`src/rtl/epm_pkg.sv`:
```
package epm_pkg;
  typedef enum int unsigned {
    CNT_MSHR = 0,
    CNT_PF   = 1,
    CNT_EXP  = 2
  } cnt_idx_e;
  localparam int unsigned NUM_CNT = 3;
endpackage

```
`src/rtl/epm_line_flags.sv`:
```
module epm_line_flags #(
  parameter int unsigned NUM_LINES = 512,
  parameter int unsigned LINE_W    = $clog2(NUM_LINES)
) (
  input  logic                 clk_i,
  input  logic                 rst_ni,
  input  logic                 fill_valid_i,
  input  logic                 fill_pf_i,
  input  logic [LINE_W-1:0]    fill_line_i,
  input  logic                 hit_valid_i,
  input  logic [LINE_W-1:0]    hit_line_i,
  input  logic                 expire_valid_i,
  input  logic [LINE_W-1:0]    expire_line_i,
  input  logic                 evict_valid_i,
  input  logic [LINE_W-1:0]    evict_line_i,
  output logic [NUM_LINES-1:0] flags_o,
  output logic                 exp_unused_o
);
  logic [NUM_LINES-1:0] flags_q;

  for (genvar i = 0; i < NUM_LINES; i++) begin : g_line
    logic fill_here, clr_here;
    assign fill_here = fill_valid_i && (fill_line_i == LINE_W'(i));
    assign clr_here  = (hit_valid_i    && (hit_line_i    == LINE_W'(i))) ||
                       (expire_valid_i && (expire_line_i == LINE_W'(i))) ||
                       (evict_valid_i  && (evict_line_i  == LINE_W'(i)));
    always_ff @(posedge clk_i or negedge rst_ni) begin
      if (!rst_ni)        flags_q[i] <= 1'b0;
      else if (fill_here) flags_q[i] <= fill_pf_i;
      else if (clr_here)  flags_q[i] <= 1'b0;
    end
  end

  // same-cycle demand hit counts as a use
  assign exp_unused_o = expire_valid_i && flags_q[expire_line_i] &&
                        !(hit_valid_i && (hit_line_i == expire_line_i));
  assign flags_o = flags_q;
endmodule

```
`src/rtl/epm_sat_cnt.sv`:
```
module epm_sat_cnt #(
  parameter int unsigned W = 32
) (
  input  logic         clk_i,
  input  logic         rst_ni,
  input  logic         inc_i,
  input  logic         clr_i,
  output logic [W-1:0] cnt_o,
  output logic [W-1:0] nxt_o
);
  logic [W-1:0] cnt_q;

  assign nxt_o = (inc_i && (cnt_q != '1)) ? cnt_q + W'(1) : cnt_q;

  always_ff @(posedge clk_i or negedge rst_ni) begin
    if (!rst_ni)    cnt_q <= '0;
    else if (clr_i) cnt_q <= '0;
    else            cnt_q <= nxt_o;
  end

  assign cnt_o = cnt_q;
endmodule

```
`src/rtl/epm_interval.sv`:
```
module epm_interval #(
  parameter int unsigned LEN = 10_000_000
) (
  input  logic clk_i,
  input  logic rst_ni,
  input  logic retire_i,
  output logic end_o
);
  localparam int unsigned CW = (LEN > 1) ? $clog2(LEN) : 1;
  localparam logic [CW-1:0] LAST = CW'(LEN - 1);

  logic [CW-1:0] cnt_q;

  assign end_o = retire_i && (cnt_q == LAST);

  always_ff @(posedge clk_i or negedge rst_ni) begin
    if (!rst_ni)       cnt_q <= '0;
    else if (end_o)    cnt_q <= '0;
    else if (retire_i) cnt_q <= cnt_q + CW'(1);
  end
endmodule

```
`src/rtl/expired_pf_monitor.sv`:
```
module expired_pf_monitor
  import epm_pkg::*;
#(
  parameter int unsigned NUM_LINES    = 512,
  parameter int unsigned CNT_W        = 32,
  parameter int unsigned INTERVAL_LEN = 10_000_000,
  parameter int unsigned LINE_W       = $clog2(NUM_LINES)
) (
  input  logic              clk_i,
  input  logic              rst_ni,
  input  logic              retire_i,
  input  logic              mshr_req_i,
  input  logic              fill_valid_i,
  input  logic              fill_pf_i,
  input  logic [LINE_W-1:0] fill_line_i,
  input  logic              hit_valid_i,
  input  logic [LINE_W-1:0] hit_line_i,
  input  logic              expire_valid_i,
  input  logic [LINE_W-1:0] expire_line_i,
  input  logic              evict_valid_i,
  input  logic [LINE_W-1:0] evict_line_i,
  output logic              interval_done_o,
  output logic [CNT_W-1:0]  mshr_total_o,
  output logic [CNT_W-1:0]  pf_total_o,
  output logic [CNT_W-1:0]  exp_unused_o
);
  logic [NUM_LINES-1:0]            pf_flags;
  logic                            exp_unused_ev;
  logic                            interval_end;
  logic [NUM_CNT-1:0]              cnt_inc;
  logic [NUM_CNT-1:0][CNT_W-1:0]   cnt_q;
  logic [NUM_CNT-1:0][CNT_W-1:0]   cnt_nxt;
  logic [NUM_CNT-1:0][CNT_W-1:0]   total_q;
  logic                            done_q;

  epm_line_flags #(.NUM_LINES(NUM_LINES), .LINE_W(LINE_W)) u_flags (
    .clk_i, .rst_ni,
    .fill_valid_i, .fill_pf_i, .fill_line_i,
    .hit_valid_i, .hit_line_i,
    .expire_valid_i, .expire_line_i,
    .evict_valid_i, .evict_line_i,
    .flags_o      (pf_flags),
    .exp_unused_o (exp_unused_ev)
  );

  epm_interval #(.LEN(INTERVAL_LEN)) u_interval (
    .clk_i, .rst_ni, .retire_i,
    .end_o (interval_end)
  );

  assign cnt_inc[CNT_MSHR] = mshr_req_i;
  assign cnt_inc[CNT_PF]   = fill_valid_i && fill_pf_i;
  assign cnt_inc[CNT_EXP]  = exp_unused_ev;

  for (genvar k = 0; k < NUM_CNT; k++) begin : g_cnt
    epm_sat_cnt #(.W(CNT_W)) u_cnt (
      .clk_i, .rst_ni,
      .inc_i (cnt_inc[k]),
      .clr_i (interval_end),
      .cnt_o (cnt_q[k]),
      .nxt_o (cnt_nxt[k])
    );
    always_ff @(posedge clk_i or negedge rst_ni) begin
      if (!rst_ni)           total_q[k] <= '0;
      else if (interval_end) total_q[k] <= cnt_nxt[k];
    end
  end

  always_ff @(posedge clk_i or negedge rst_ni) begin
    if (!rst_ni) done_q <= 1'b0;
    else         done_q <= interval_end;
  end

  assign interval_done_o = done_q;
  assign mshr_total_o    = total_q[CNT_MSHR];
  assign pf_total_o      = total_q[CNT_PF];
  assign exp_unused_o    = total_q[CNT_EXP];
endmodule

```
`config.mk`:
```
export PLATFORM = sky130hd
export DESIGN_NAME = expired_pf_monitor
export DESIGN_NICKNAME = d
export VERILOG_FILES = /design/src/rtl/epm_pkg.sv /design/src/rtl/epm_line_flags.sv /design/src/rtl/epm_sat_cnt.sv /design/src/rtl/epm_interval.sv /design/src/rtl/expired_pf_monitor.sv
export SDC_FILE = /design/constraint.sdc
export NUM_CORES = 2
export LEC_CHECK = 0
export BUFFER_PORTS_ARGS = -buffer_cell sky130_fd_sc_hd__clkbuf_2
export CORE_UTILIZATION = 30
export CTS_BUF_LIST = sky130_fd_sc_hd__clkbuf_4 sky130_fd_sc_hd__clkbuf_8 sky130_fd_sc_hd__clkbuf_16
export DETAILED_ROUTE_END_ITERATION = 8
export PLACE_DENSITY = 0.42
export SETUP_SLACK_MARGIN = 0.4
export SKIP_CTS_REPAIR_TIMING = 1
export SLEW_MARGIN = 0
export SYNTH_ARGS = -nofsm -noshare
export SYNTH_HDL_FRONTEND = slang
export SYNTH_HIERARCHICAL = 1
export SYNTH_SLANG_ARGS = --single-unit
export TNS_END_PERCENT = 1
```
`constraint.sdc`:
```
create_clock -name clk_i -period 6.6 [get_ports clk_i]
set_input_delay 1.32 -clock clk_i [delete_from_list [all_inputs] [get_ports clk_i]]
set_output_delay 1.32 -clock clk_i [all_outputs]
set_load 0.1 [all_outputs]
```
==> Yosys cells after proc, flatten, opt, wreduce, memory -nomap -nowiden <==
Index checks and enable logic that the tools add are counted.
{ "word_totals": {"word_cells": 7206, "out_inout_bits": 97, "reg_bits": 729} }
{ "op_classes": {"mux": 1034, "add_sub_neg": 4, "n_eq_ne": 2049, "n_reduce_logical": 3598, "order_cmp": 1} }
{ "ops": {"columns": ["operator", "n"], "rows": [
  ["$eq 9x9->1 const B", 1024],
  ["$eq 9x8->1 const B", 512],
  ["$eq 9x7->1 const B", 256],
  ["$logic_and 1x1->1", 2056],
  ["$eq 9x6->1 const B", 128],
  ["$reduce_bool 2->1", 513],
  ["$mux 1", 1025],
  ["$logic_or 1x1->1", 1024],
  ["$eq 9x5->1 const B", 64],
  ["$eq 9x4->1 const B", 32],
  ["$mux 32", 6],
  ["$eq 9x3->1 const B", 16],
  ["$add 32x1->32 const B", 3],
  ["$ne 32x32->1 const B", 3],
  ["$eq 9x2->1 const B", 8],
  ["$mux 24", 2],
  ["$eq 9x1->1 const B", 4],
  ["$logic_not 9->1", 4],
  ["$add 24x1->24 const B", 1],
  ["$eq 24x24->1 const B", 1],
  ["$lt 9x10->1 const B", 1],
  ["$bmux 1 s9", 1],
  ["$eq 9x9->1", 1],
  ["$logic_not 1->1", 1]
]} }

==> Logic depth before layout (Yosys ltp) <==
{ "depth": {"depth_word": 7, "ltp_mapped": 19, "ltp_nobuf": 13} }

==> Modules after synthesis <==
Netlist, hierarchy kept.
{ "by_module_without_submodules": {"columns": ["mod", "instances", "cells_each", "seq_area_each_um2", "area_each_um2"], "rows": [
  ["epm_line_flags", 1, 3781, 12812.3, 34060.2],
  ["expired_pf_monitor", 1, 205, 2427.3, 3796.1],
  ["epm_sat_cnt at g_cnt[0].u_cnt", 1, 234, 800.8, 2150.8],
  ["epm_sat_cnt at g_cnt[1].u_cnt", 1, 209, 800.8, 2042.0],
  ["epm_sat_cnt at g_cnt[2].u_cnt", 1, 218, 800.8, 1995.7],
  ["epm_interval", 1, 114, 600.6, 1218.7]
]} }

==> Worst setup path before layout <==
Ideal clock, no wire load.
{ "synth_path": {"kind": "in2reg", "start": "input expire_line_i[1]", "end": "register total_q (netlist bit exp_unused_o[26])", "arrival_ns": 4.884, "setup_slack_ns": 1.591, "cell_stages": 17, "cell_sequence": "buf_6 -> buf_12 -> buf_8 -> buf_6 -> or2_1 -> o22a_1 -> o211ai_1 -> o21ai_0 -> a22oi_1 -> nand3_1 -> a211oi_1 -> and4_1 -> nand3_2 -> or4_4 -> o21ai_0 -> nand2_1 -> mux2_2"} }
{ "synth_rtl": {"columns": ["item", "line", "rtl"], "rows": [
  ["start, declared", "expired_pf_monitor.sv:19", "input logic [LINE_W-1:0] expire_line_i,"],
  ["end signal, assigned by index", "expired_pf_monitor.sv:65", "else if (interval_end) total_q[k] <= cnt_nxt[k];"],
  ["end, declared", "expired_pf_monitor.sv:33", "logic [NUM_CNT-1:0][CNT_W-1:0] total_q;"]
]} }

==> flow_summary.json <==
{
  "die_area_um2": 152000,
  "cts_tree": "done",
  "synthSimpleGateAreaFrac_pct": 13.9,
  "clock-sinks": 729,
  "cts.clk_slew.worst_paths_ns": 0.06,
  "wl_per_cell_um": 40.7,
  "avgViaCountPerCell": 7.09,
  "syn-instance-count": 4761,
  "fin_crit_sh_pct": 83.6,
  "ys_top_cells_by_area": "dfrtp_1 (40%), mux4_2 (5.9%), o21ai_0 (5.9%)",
  "ios": 142,
  "switching_share_pct": 29.5,
  "synth_warnings": 6,
  "multi_input_area_um2": 25200,
  "cts-root-buf": "clkbuf_16",
  "drc_errors": 2,
  "synth_enable_flop_cells": 0,
  "drtAntennaViolNets": 0,
  "place_hpwl_um": 177000,
  "placedCellCount": 6668,
  "synth_compound_area_share_pct": 28.1,
  "nFillCells": 15283,
  "synth_ff_type": "dfrtp_1",
  "setup_viol": 0,
  "coreArea_um2": 150000,
  "vias": 48670,
  "portBuffers": 141,
  "fin_util_pct": 34.7,
  "period_needed_ns": 5.52,
  "slew_headroom_pct": -4.44,
  "max_freq_mhz": 181,
  "rr_startpoint": "u_flags/flags_o[20]",
  "status": "finished, violations left",
  "violations": "design-rule violations, max-capacitance violations, max-slew violations",
  "grt_use_total_pct": 35.5,
  "synth_top_family_by_area": "compound AO/OA/AOI/OAI gates",
  "overflow": 0,
  "reg2reg_to": "exp_unused_o[28]",
  "regToRegSetupSlack_ns": 2.25,
  "crit_fanout": 54,
  "drv_cap": 3,
  "cp.required_ns": 7.20,
  "synthMuxAreaShare_pct": 10.9,
  "gp_congestion": 1.06,
  "antenna_found_initial": 30,
  "crit_arrival_ns": 6.11,
  "p_sw_mw": 3.47,
  "drv_slew": 7,
  "grt_setup_unrepaired": "false",
  "die_w_um": 390,
  "cts_buffers": 94,
  "final_cell_area_um2": 52000,
  "insertion_delay_ns": 0.74,
  "syn_area_per_cell_um2": 9.51,
  "synth_top_area_cell": "dfrtp_1",
  "clk_path_buf_depth": 3,
  "grt_max_degree": 165,
  "yosysSeqAreaShare_pct": 40.3,
  "seq_area_um2": 18200,
  "finalNetCount": 4798,
  "cellPowerDensity_nw_per_um2": 226,
  "initial_utilization_pct": 30.2,
  "place_area_um2": 48700,
  "drive_gt1_share_pct": 23.5,
  "synth-seq-cells": 729,
  "htreeDepth": 3,
  "tightest_slew_ns": 1.56,
  "power.leakage_nw": 20.4,
  "core.rowCount": 142,
  "hold_violations": 0,
  "async_flop_share_pct": 100,
  "holdPathStages": 2,
  "worstHoldStart": "u_flags/flags_o[378]",
  "syn_nets": 4810,
  "synth_xor_area_share_pct": 1.82,
  "place_ws_ns": 0.659,
  "fin_ws_ns": 1.08,
  "ff2ff_path_depth": 13,
  "instances_no_fill": 6861,
  "wirelength_um": 279000,
  "grt_pass1_wl_um": 380000,
  "worst_clock_skew_ns": 0.0339,
  "dieHeight_um": 390,
  "netlist_top_cells_count": "dfrtp_1 (729), o21ai_0 (533), nand2_1 (492)",
  "area_growth_pct": 14.9,
  "syn_area_um2": 45300,
  "synthDistinctLibCells": 90,
  "cp-start-kind": "input port",
  "irDropWorstVdd_mv": 0.198,
  "tns_ns": 0,
  "path_class": "in -> reg",
  "hold_end": "u_flags/flags_o[378]",
  "clockPowerShare_pct": 47.4,
  "p_int_mw": 8.28,
  "drt_iter0_drc": 8492,
  "combPwrFrac_pct": 11.9,
  "end_kind": "flop",
  "yosysMostFrequentCell": "dfrtp_1",
  "firstDrtPassIters": 9,
  "hold_path.class": "reg -> reg",
  "grt_pass1_vias": 45043,
  "synth_fa_ha_area_share_pct": 0.111,
  "pwr-share-seq_pct": 40.7,
  "synth_top_area_share_pct": 40.3
}
==> cell usage in the layout, fill, tap and decap left out, types with 44 or more instances in the layout <==
cell | netlist | layout
mux4_2 | 119 | 119
xor2_1 | 50 | 50
o21ai_0 | 533 | 533
dfrtp_1 | 729 | 729
buf_4 | 16 | 238
mux2_4 | 44 | 44
a21oi_1 | 57 | 57
xnor2_1 | 44 | 44
clkbuf_2 | 0 | 136
o22ai_1 | 351 | 351
nor2_1 | 250 | 214
a221oi_1 | 169 | 169
nand4_1 | 64 | 64
nor2b_1 | 112 | 110
a22oi_1 | 72 | 72
clkbuf_16 | 0 | 95
a31o_2 | 180 | 180
mux2_2 | 92 | 92
o221ai_1 | 228 | 228
nand3_1 | 130 | 123
a211oi_1 | 93 | 92
nand2_1 | 492 | 480
==> layer usage <==
layer | vias up | GRT usage, % | wire, µm | part of all wire [%]
li1 | 18668 | - | - | -
met1 | 24397 | 46.2 | 107000 | 38
met2 | 4425 | 47.4 | 110000 | 39
met3 | 1148 | 15.0 | 41300 | 15
met4 | 32 | 23.0 | 21200 | 7.6
met5 | - | 0 | 218 | 0.078
==> kinds of logic after synthesis <==
group	after synthesis
and+or+nand+nor	1293
DFF	729
AOI/OAI and AO/OA	1836
muxes	302
xor gates and xnor gates	94
adders and majority gates	4
buffers and inverters	503
==> state kept, by name, indices dropped and copies added (netlist names) <==
| signal | cells |
|---|---|
| exp_unused_o | 32 |
| u_interval/cnt_q | 24 |
| g_cnt.u_cnt/cnt_o | 96 |
| interval_done_o | 1 |
| pf_total_o | 32 |
| mshr_total_o | 32 |
| u_flags/flags_o | 512 |
==> worst max-delay path by stage <==
stage,startpoint,end,slack [ns],depth (start not counted)
floorplan,expire_line_i[1],exp_unused_o[26],1.59,17
global placement,expire_line_i[3],exp_unused_o[28],0.68,14
detailed placement,expire_line_i[3],exp_unused_o[28],0.66,14
CTS,expire_line_i[3],exp_unused_o[28],1.42,14
global route,expire_line_i[1],exp_unused_o[28],0.79,15
finish,expire_line_i[1],exp_unused_o[28],1.08,15
==> critical path, stage by stage <==
cell	delay, ns
clkbuf_8	0.51
buf_4	0.43
mux4_2	0.29
nand3_1	0.10
o211ai_1	0.13
o21ai_0	0.35
a22oi_1	0.28
nand3_1	0.13
a211oi_2	0.77
and4_1	0.36
nand3_2	0.12
or4_4	0.57
o21ai_0	0.24
nand2_1	0.08
mux2_2	0.26
==> power by group through the flow <==
stage | combinational, mW | clock [mW] | sequential, mW
after floorplan | 0.704 | 0 | 4.80
after global placement | 1.32 | 0 | 4.86
after detailed placement | 1.32 | 0 | 4.85
after CTS | 1.33 | 5.65 | 4.78
after global routing | 1.43 | 5.81 | 4.80
final | 1.40 | 5.57 | 4.78
==> per-stage QoR <==
stage                     hold slack, ns  total power [mW]
after floorplan                    0.442              5.50
after CTS                          0.482              11.8
after detailed placement           0.473              6.18
after global placement             0.463              6.18
after global routing               0.505              12.0
final                              0.478              11.7
==> layout make-up <==
cell class              count  share of cell area (%)
well taps                2016                    4.85
diodes                     21                   0.101
inverters                   6                  0.0433
flip-flops and latches    729                    35.1
multi-input cells        3529                    48.4
clock buffers             139                    5.55
repair buffers            389                    5.27
clock inverters            32                   0.748
Note: power is estimated with default switching activity, not from simulation.
